**src/rtl/pin_deglitch.sv**
```systemverilog
module pin_deglitch #(
  parameter int CNT_W       = 4,
  parameter int SYNC_STAGES = 2,
  parameter int TICKS_S0    = 2,
  parameter int TICKS_S1    = 8,
  parameter int TICKS_S2    = 512,
  parameter int TICKS_S3    = 2048
) (
  input  logic             clk,
  input  logic             rst_n,
  input  logic             rtc_tick,
  input  logic             pin_raw,
  input  logic             cfg_we,
  input  logic [CNT_W-1:0] cfg_count,
  input  logic             cfg_unit,
  input  logic             cfg_large,
  input  logic [1:0]       cfg_mode,
  output logic             pin_filt
);
  localparam int PRE_W = $clog2(TICKS_S3);
  localparam logic [1:0] M_BYPASS = 2'd0;
  localparam logic [1:0] M_BOTH   = 2'd1;
  localparam logic [1:0] M_PASSLO = 2'd2;
  localparam logic [1:0] M_PASSHI = 2'd3;

  logic [SYNC_STAGES-1:0] sync_q;
  logic [CNT_W-1:0]       cnt_q, units_q, target_m1;
  logic [1:0]             scale_q, mode_q;
  logic [PRE_W-1:0]       pre_q, pre_last;
  logic                   filt_q;

  always_ff @(posedge clk or negedge rst_n)
    if (!rst_n) sync_q <= '0;
    else        sync_q <= {sync_q[SYNC_STAGES-2:0], pin_raw};

  wire pin_s = sync_q[SYNC_STAGES-1];

  always_comb
    case (scale_q)
      2'd0:    pre_last = PRE_W'(TICKS_S0 - 1);
      2'd1:    pre_last = PRE_W'(TICKS_S1 - 1);
      2'd2:    pre_last = PRE_W'(TICKS_S2 - 1);
      default: pre_last = PRE_W'(TICKS_S3 - 1);
    endcase

  assign target_m1 = (cnt_q == '0) ? '0 : cnt_q - 1'b1;

  wire differ   = pin_s != filt_q;
  wire fast     = (mode_q == M_PASSLO && !pin_s) || (mode_q == M_PASSHI && pin_s);
  wire unit_end = rtc_tick && pre_q == pre_last;
  wire accept   = unit_end && units_q == target_m1;

  always_ff @(posedge clk or negedge rst_n)
    if (!rst_n) begin
      cnt_q   <= '0;
      scale_q <= '0;
      mode_q  <= M_BYPASS;
      pre_q   <= '0;
      units_q <= '0;
      filt_q  <= 1'b0;
    end else if (cfg_we) begin
      cnt_q   <= cfg_count;
      scale_q <= {cfg_large, cfg_unit};
      mode_q  <= cfg_mode;
      pre_q   <= '0;
      units_q <= '0;
    end else if (mode_q == M_BYPASS || !differ || fast) begin
      filt_q  <= pin_s;
      pre_q   <= '0;
      units_q <= '0;
    end else if (rtc_tick) begin
      if (!unit_end) begin
        pre_q <= pre_q + 1'b1;
      end else begin
        pre_q <= '0;
        if (accept) begin
          filt_q  <= pin_s;
          units_q <= '0;
        end else begin
          units_q <= units_q + 1'b1;
        end
      end
    end

  assign pin_filt = filt_q;
endmodule


```
**config.mk**
```make
export PLATFORM = sky130hd
export DESIGN_NAME = pin_deglitch
export DESIGN_NICKNAME = d
export VERILOG_FILES = /design/src/rtl/pin_deglitch.sv
export SDC_FILE = /design/constraint.sdc
export NUM_CORES = 1
export LEC_CHECK = 0
export BUFFER_PORTS_ARGS = -buffer_cell sky130_fd_sc_hd__buf_2
export CAP_MARGIN = 40
export CORE_ASPECT_RATIO = 0.9
export CORE_MARGIN = 3
export CORE_UTILIZATION = 58
export CTS_CLUSTER_DIAMETER = 150
export CTS_CLUSTER_SIZE = 10
export DETAILED_ROUTE_END_ITERATION = 8
export PLACE_DENSITY = 0.76
export SYNTH_ARGS = -nofsm -noshare
export SYNTH_HDL_FRONTEND = slang
export SYNTH_SLANG_ARGS = --single-unit
```
**constraint.sdc**
```tcl
create_clock -name clk -period 2.35 [get_ports clk]
set_clock_uncertainty 0.1 [all_clocks]
set_input_delay 0.1175 -clock clk [delete_from_list [all_inputs] [get_ports clk]]
set_output_delay 0.1175 -clock clk [all_outputs]
set_load 0.005 [all_outputs]
```
==> metrics.cfg, run 1 <==
[worst_setup_path]
critPathLaunchType = flop
cp-end-kind = flop
worstPathArrival_ns = 2.40
path_max_fanout = 10
cp.required_ns = 2.51
path_class = reg2reg
critPathLaunch = pre_q[2]$_DFFE_PN0P_
r2r-start = pre_q[2]$_DFFE_PN0P_

[global_routing]
grt_pass1_vias = 1091
grt_pass1_wl_um = 4940
grt_usage_pct = 21.1
grt.overflow.total = 0
antenna_found_initial = 0
grt_max_degree = 27

[timing]
fin_crit_sh_pct = 95.1
report.final.slew_viol_count = 0
finalSetupViolations = 0
holdWs_ns = 0.0655
max_slew.worst_pin.slew_ns = 0.567
fin_crit_ns = 2.23
fmax_ghz = 0.447
hold_viol = 0
slew-limit-headroom_pct = 62.2
setup_tns_ns = 0
rsz0062_at_grt = no

[layout]
layout_common_cells = dfrtp_1 (26), buf_2 (13), nor2_1 (11)
drive_gt1_share_pct = 20.6
nFillCells = 163
syn_to_final_growth_pct = 15.5
fin_area_um2 = 1700
antenna_cells = 0
final_nets = 181
layout_commonest_cell = dfrtp_1

[synth]
yosys-top-cells-area = dfrtp_1 (44%), mux2_2 (6.9%), xor2_1 (4.2%)
syn_nets = 156
ys_types = 42
synth_edf_count = 0
synthCells = 141
ys_seq_area_share_pct = 44.3
synth_top_area_share_pct = 44.3
ys.flop_type = dfrtp_1
syn_avg_cell_area_um2 = 10.4
synth_top_cell_by_area = dfrtp_1
async_reset_ff_share_pct = 100
synth_area_um2 = 1470
ys_ff_latch = 26
yosysWarnings = 0

[drt]
drc = 0
drtAntennaViolNets = 0
dr.pass1.iters = 4
vias_per_cell = 5.91
avgRoutedWirePerCell_um = 15.0
dr.first_iter.drc_count = 47
routed_wl_um = 2870
vias = 1135

[cts]
clkLatencyLatePin_ns = 0.32
cts_sinks = 26
cts_hold_buf = 10
cts_tree = yes
clk_pin_slew_ns = 0.13
clock_tree.root_cell = clkbuf_4
ctsResizeCount = 0
cts_setup_buffers = 0
cts.path.max_buffers = 2
cts-buffers-inserted = 3
h-tree-depth = 1

[floorplanning]
start_util_pct = 64.4
rows = 16
die_y_um = 53.7
core_um2 = 2280
die_width_um = 59.0
num_io_pins = 14
dieArea_um2 = 3170

[power]
peakVddDrop_mv = 0.472
p_leak_nw = 0.669
p_per_area_nw_per_um2 = 505

[place]
hpwl_um = 1980
placed_area_um2 = 1560
port_buffers = 13
gp_congestion = 0.835

[worst_hold_path]
hold_start = rtc_tick
worstHoldPathType = in2reg

[run]
cap_violations = 0

[outcome]
status = complete, no violations

[worst max-delay path, stage by stage, from the launching register on]
cell and delay (ns):
dfrtp_1 0.48, or3_4 0.42, a2111oi_4 0.35, o2111ai_4 0.25, or3_1 0.43, o2bb2ai_1 0.14
[final cells by class]
class                   instances  area [µm²]  area share (%)
multi-input cells             109         792            46.7
flip-flops and latches         26         651            38.3
repair buffers                 25         180            10.6
clock buffers                   4        36.3            2.14
well taps                      27        33.8            1.99
inverters                       1        3.75           0.221
[state kept, by name (all words and copies together) (netlist names)]
name      count
scale_q       2
cnt_q         4
units_q       4
pre_q        11
pin_filt      1
mode_q        2
sync_q        2
[power by group]
group	total [mW]	leakage, nW	switching (mW)	internal [mW]
sequential	0.496	0.338	0.0284	0.468
combinational	0.138	0.310	0.0659	0.0717
clock	0.224	0.0210	0.129	0.0949
[Yosys cell counts, types with 2 or more instances]
| master | n |
|---|---|
| xnor2_1 | 4 |
| or3_1 | 2 |
| nor2_1 | 11 |
| nand2b_1 | 8 |
| o2bb2ai_1 | 3 |
| o22ai_1 | 2 |
| xor2_1 | 7 |
| and3_2 | 2 |
| o21ai_0 | 6 |
| a21oi_1 | 6 |
| nand3_1 | 3 |
| o31ai_1 | 2 |
| nor3_1 | 3 |
| dfrtp_1 | 26 |
| ha_1 | 2 |
| nor3b_1 | 5 |
| nor2b_1 | 2 |
| mux2_2 | 9 |
| clkbuf_1 | 4 |
| o2111ai_1 | 3 |
| a31oi_1 | 2 |
| nand2_1 | 9 |
[worst paths after layout]
kind | end | slack (ns) | depth (start not counted)
max | units_q[2]$_DFFE_PN0P_ | 0.12 | 5
min | pre_q[1]$_DFFE_PN0P_ | 0.07 | 3
max reg2reg | units_q[2]$_DFFE_PN0P_ | 0.12 | 5
min reg2reg | sync_q[1]$_DFF_PN0_ | 0.27 | 0
max in group asynchronous | pre_q[5]$_DFFE_PN0P_ | 1.58 | 2
min in group asynchronous | cnt_q[1]$_DFFE_PN0P_ | 0.20 | 2
[cell families after synthesis]
logic type               share of synthesized area (%)
buffers and inverters                             1.79
XOR/XNOR                                          6.56
AO/OA/AOI/OAI                                     17.9
AND/OR/NAND/NOR                                   20.2
multiplexers                                      7.58
adder cells (fa/ha/maj)                           1.70
flip-flops                                        44.3
[through the flow]
stage	cells	setup WS (ns)	total power [mW]	utilization, %
after floorplan	141	0.253	0.583	-
after global placement	178	0.206	0.620	68.4
after detailed placement	178	0.147	0.628	68.4
after CTS	192	0.114	0.863	74.3
after global routing	192	0.0153	0.902	74.3
final	192	0.115	0.857	74.3
[per-layer routing]
layer / part of all wire [%] / GRT usage (%) / vias to the layer above
li1: - / - / 570
met1: 53 / 29.6 / 540
met2: 43 / 32.2 / 20
met3: 3.7 / 5.28 / 5
met4: 1.0 / 6.42 / 0
met5: 0 / 0 / -
Note: power is estimated with default switching activity, not from simulation.
==> run 2, diff against run 1 <==
--- a/config.mk
+++ b/config.mk
@@ -9,11 +9,11 @@
 export CAP_MARGIN = 40
 export CORE_ASPECT_RATIO = 0.9
 export CORE_MARGIN = 3
-export CORE_UTILIZATION = 58
+export CORE_UTILIZATION = 45
 export CTS_CLUSTER_DIAMETER = 150
 export CTS_CLUSTER_SIZE = 10
 export DETAILED_ROUTE_END_ITERATION = 8
-export PLACE_DENSITY = 0.76
+export PLACE_DENSITY = 0.61
 export SYNTH_ARGS = -nofsm -noshare
 export SYNTH_HDL_FRONTEND = slang
 export SYNTH_SLANG_ARGS = --single-unit
==> run 2 against run 1 <==
Effect of this change: worst hold slack worse by 0.019 ns; critical endpoint unchanged; final cell count up 8.3%; critical path type unchanged; largest cell class unchanged; largest power group unchanged; worst setup slack worse by 0.023 ns.
==> metrics.cfg, run 2 (same netlist as run 1, synthesis figures left out) <==
[layout]
fin_cells = 208
largestRegisters = pre_q: 11 flops, cnt_q: 4 flops, units_q: 4 flops
fin_area_um2 = 1740
layout_commonest_cell = dfrtp_1
layout_common_cells = dfrtp_1 (26), buf_2 (13), nor2_1 (11)
largest_reg_flops = 11
final_nets = 182
nFillCells = 292
syn_to_final_growth_pct = 18.4
multi_input_area_um2 = 792
antenna_cells = 0
seq_area_um2 = 651
top_register = pre_q
finish.utilization_pct = 56.3
drive_gt1_share_pct = 21.1

[place]
placed_area_um2 = 1590
gp_congestion = 0.811
dpl.cell_count = 194
port_buffers = 13
hpwl_um = 1900

[cts]
cts_tree = yes
cts.path.max_buffers = 2
ctsResizeCount = 0
cts_sinks = 26
clk_pin_slew_ns = 0.15
cts-buffers-inserted = 3
clkLatencyLatePin_ns = 0.33
h-tree-depth = 1
clock_tree.root_cell = clkbuf_4

[worst_setup_path]
path_max_fanout = 10
cp-end-kind = flop
worstPathArrival_ns = 2.41
path_class = reg2reg
critPathLaunchType = flop
regToRegEndpoint = units_q[2]$_DFFE_PN0P_
rr_worst_depth = 5
r2r_slack_ns = 0.09
cp.required_ns = 2.50
r2r-start = pre_q[2]$_DFFE_PN0P_

[drt]
routed_wl_um = 2780
vias_per_cell = 5.59
drc = 0
avgRoutedWirePerCell_um = 13.4
vias = 1162
dr.first_iter.drc_count = 56
drtAntennaViolNets = 0
dr.pass1.iters = 4

[global_routing]
grt_pass1_wl_um = 4820
antenna_found_initial = 0
grt.overflow.total = 0
grt_max_degree = 27
grt_pass1_vias = 1044
grt_usage_pct = 15.8

[timing]
setup_tns_ns = 0
rsz0062_at_grt = no
fin_crit_sh_pct = 96.1
fmax_ghz = 0.443
finalSetupViolations = 0
slew-limit-headroom_pct = 61.0
fin_crit_ns = 2.26
report.final.slew_viol_count = 0
hold_viol = 0
max_slew.worst_pin.slew_ns = 0.584

[floorplanning]
rows = 19
core_um2 = 3090
die_width_um = 66.2
num_io_pins = 14
start_util_pct = 47.5
dieArea_um2 = 3990
die_y_um = 60.2

[worst_hold_path]
worstHoldPathCells = 3
hold_start = rtc_tick
min_to = pre_q[1]$_DFFE_PN0P_
worstHoldPathType = in2reg

[power]
p_leak_nw = 0.681
peakVddDrop_mv = 0.419
p_per_area_nw_per_um2 = 542

[run]
cap_violations = 0

[outcome]
status = complete, no violations

==> run 2: cell count changes in the layout (fill, tap and decap cells not counted), sizes merged <==
cell,before,now
bufinv,0,1
buf,15,16
clkbuf,4,3
==> run 2: power by group <==
part	switching (mW)	leakage [nW]	internal, mW
Sequential	0.0259	0.338	0.468
Clock	0.138	0.0279	0.172
Combinational	0.0655	0.315	0.0736
Total	0.230	0.681	0.714
==> run 2: worst max-delay path, cell delays in order, from the launching register on <==
cell and delay, ns:
dfrtp_1 0.49, or3_4 0.42, a2111oi_4 0.34, o2111ai_4 0.25
or3_1 0.42, o2bb2ai_1 0.16
==> run 2: worst max-delay path by stage <==
stage,from,to,slack (ns),depth (start not counted)
floorplan,pre_q[2]$_DFFE_PN0P_,units_q[3]$_DFFE_PN0P_,0.25,7
global placement,pre_q[2]$_DFFE_PN0P_,units_q[2]$_DFFE_PN0P_,0.20,5
detailed placement,pre_q[2]$_DFFE_PN0P_,units_q[2]$_DFFE_PN0P_,0.13,5
CTS,pre_q[2]$_DFFE_PN0P_,units_q[2]$_DFFE_PN0P_,0.08,5
global route,pre_q[2]$_DFFE_PN0P_,units_q[1]$_DFFE_PN0P_,0.02,5
finish,pre_q[2]$_DFFE_PN0P_,units_q[2]$_DFFE_PN0P_,0.09,5
==> run 2: metrics by stage <==
step / total power, mW / hold slack (ns) / setup WS (ns)
6_report: 0.943 / 0.0462 / 0.0924
3_3_place_gp: 0.626 / 0.0479 / 0.196
5_1_grt: 0.992 / 0.0653 / 0.0176
2_1_floorplan: 0.583 / -0.278 / 0.253
4_1_cts: 0.951 / 0.0379 / 0.0845
3_5_place_dp: 0.629 / 0.0547 / 0.127
==> run 2: area by class of cell <==
type                    instances  area share (%)
clock buffers                   3            1.29
clock inverters                 1            1.73
inverters                       1           0.216
multi-input cells             109            45.5
flip-flops and latches         26            37.4
well taps                      42            3.02
repair buffers                 26            10.8
==> run 2: repair_timing <==
action / in CTS / in global routing
hold buffers: 10 / 0
endpoints found under the hold margin: 35 / 0
buffers inserted: 0 / 0
endpoints found under the setup margin: 0 / 0
==> run 2: metal layers <==
layer / global-route usage [%] / up-vias / routed length [µm]
met1: 22.4 / 562 / 1290
met4: 5.22 / 0 / 22
met3: 2.82 / 2 / 125
met5: 0 / - / 0
li1: - / 571 / -
met2: 24.3 / 27 / 1350
==> run 3, diff against run 2 <==
--- a/config.mk
+++ b/config.mk
@@ -14,6 +14,7 @@
 export CTS_CLUSTER_SIZE = 10
 export DETAILED_ROUTE_END_ITERATION = 8
 export PLACE_DENSITY = 0.61
+export REMOVE_ABC_BUFFERS = 1
 export SYNTH_ARGS = -nofsm -noshare
 export SYNTH_HDL_FRONTEND = slang
 export SYNTH_SLANG_ARGS = --single-unit
==> run 3 against run 2 <==
Effect of this change: final cell count did not move; worst setup slack improved by 0.040 ns; combinational power barely moved; wire length rose by 5.6%; via count rose by 0.43%; count of clock-buffer cells in the layout rose by 1; power fell by 7.9%; largest power group unchanged; non-clock buffer count did not move.
==> metrics.cfg, run 3 (same netlist as run 1, synthesis figures left out) <==
[layout]
multi_input_area_um2 = 792
seq_area_um2 = 651
largest_reg_flops = 11
antenna_cells = 0
fin_area_um2 = 1720
largestRegisters = pre_q: 11 flops, cnt_q: 4 flops, units_q: 4 flops
final_nets = 182
nFillCells = 271
drive_gt1_share_pct = 21.1
layout_commonest_cell = dfrtp_1
top_register = pre_q
layout_common_cells = dfrtp_1 (26), buf_2 (13), nor2_1 (11)
finish.utilization_pct = 55.7
syn_to_final_growth_pct = 17.3

[cts]
clock_tree.root_cell = clkbuf_4
cts-buffers-inserted = 3
cts.path.max_buffers = 2
h-tree-depth = 1
ctsResizeCount = 0
clkLatencyLatePin_ns = 0.33
cts_sinks = 26
cts_setup_buffers = 0
cts_tree = yes
clk_pin_slew_ns = 0.14

[timing]
fin_crit_ns = 2.22
fin_crit_sh_pct = 94.4
fmax_ghz = 0.451
finalSetupViolations = 0
setup_tns_ns = 0
hold_viol = 0
holdWs_ns = 0.0482
max_slew.worst_pin.slew_ns = 0.570
report.final.slew_viol_count = 0
slew-limit-headroom_pct = 62.0
rsz0062_at_grt = no

[power]
power_frac_seq_pct = 57.0
p_sw_share_pct = 26.8
p_int_mw = 0.636
peakVddDrop_mv = 0.339
p_leak_nw = 0.674
p_switching_mw = 0.233
power.share.clock_pct = 26.8
p_per_area_nw_per_um2 = 504
p_comb_share_pct = 16.2

[worst_hold_path]
worstHoldPathType = in2reg

[drt]
avgRoutedWirePerCell_um = 14.1
vias_per_cell = 5.61
routed_wl_um = 2940
dr.first_iter.drc_count = 58
dr.pass1.iters = 4
vias = 1167
drc = 0
drtAntennaViolNets = 0

[floorplanning]
core_um2 = 3090
die_width_um = 66.2
rows = 19
dieArea_um2 = 3990
die_y_um = 60.2
start_util_pct = 47.5
num_io_pins = 14

[worst_setup_path]
path_class = reg2reg
worstPathArrival_ns = 2.39
cp.required_ns = 2.52
critPathLaunchType = flop
cp-end-kind = flop
path_max_fanout = 10

[place]
placed_area_um2 = 1590
port_buffers = 13
gp_congestion = 0.795

[run]
cap_violations = 0

[global_routing]
grt.overflow.total = 0
grt_usage_pct = 16.4
grt_pass1_vias = 1065
antenna_found_initial = 0
grt_pass1_wl_um = 4950
grt_max_degree = 27

[outcome]
status = complete, no violations

[run 3: changes by cell type in the layout (fill, tap and decap cells not counted), sizes merged]
cell | previous run | this run
clkbuf | 3 | 4
bufinv | 1 | 0
[run 3: power groups by stage]
stage                     Sequential (mW)  Clock (mW)  Combinational (mW)
after floorplan                     0.497           0              0.0782
after global placement              0.501           0               0.125
after detailed placement            0.503           0               0.129
after CTS                           0.495       0.241               0.142
after global routing                0.500       0.262               0.156
final                               0.495       0.233               0.141
[run 3: path summary, 6_finish.rpt]
check | end | cells after the start | slack (ns) | start
max | units_q[2]$_DFFE_PN0P_ | 5 | 0.13 | pre_q[2]$_DFFE_PN0P_
min | pre_q[0]$_DFFE_PN0P_ | 3 | 0.05 | rtc_tick
max reg2reg | units_q[2]$_DFFE_PN0P_ | 5 | 0.13 | pre_q[2]$_DFFE_PN0P_
min reg2reg | sync_q[1]$_DFF_PN0_ | 0 | 0.28 | sync_q[0]$_DFF_PN0_
max in group asynchronous | pre_q[6]$_DFFE_PN0P_ | 2 | 1.59 | rst_n
min in group asynchronous | units_q[3]$_DFFE_PN0P_ | 2 | 0.19 | rst_n
[run 3: layout make-up]
type	instances	area share (%)
Inverter	1	0.218
Clock buffer	4	2.11
Timing Repair Buffer	26	10.9
Tap cell	42	3.05
Multi-Input combinational cell	109	46.0
Sequential cell	26	37.8
[run 3: critical path, stage by stage, from the launching register on]
cell and delay, ns:
dfrtp_1 0.48, or3_4 0.42, a2111oi_4 0.34, o2111ai_4 0.25, or3_1 0.42, o2bb2ai_1 0.14
[run 3: per-stage QoR]
step	total power [mW]	std cells	setup WS (ns)
2_1_floorplan	0.575	136	0.190
3_3_place_gp	0.626	194	0.188
3_5_place_dp	0.632	194	0.169
4_1_cts	0.877	208	0.131
5_1_grt	0.918	208	0.0230
6_report	0.869	208	0.132
[run 3: repair_timing]
action                                  4_1_cts  5_1_grt
endpoints found under the setup margin        0        0
hold endpoints to repair                     35        0
hold buffers                                 10        0
[run 3: layer usage]
layer | vias to the layer above | wire length, µm | global-route usage, %
li1 | 571 | - | -
met1 | 568 | 1390 | 22.0
met2 | 24 | 1420 | 26.3
met3 | 4 | 97 | 3.95
met4 | 0 | 28 | 5.22
met5 | - | 0 | 0
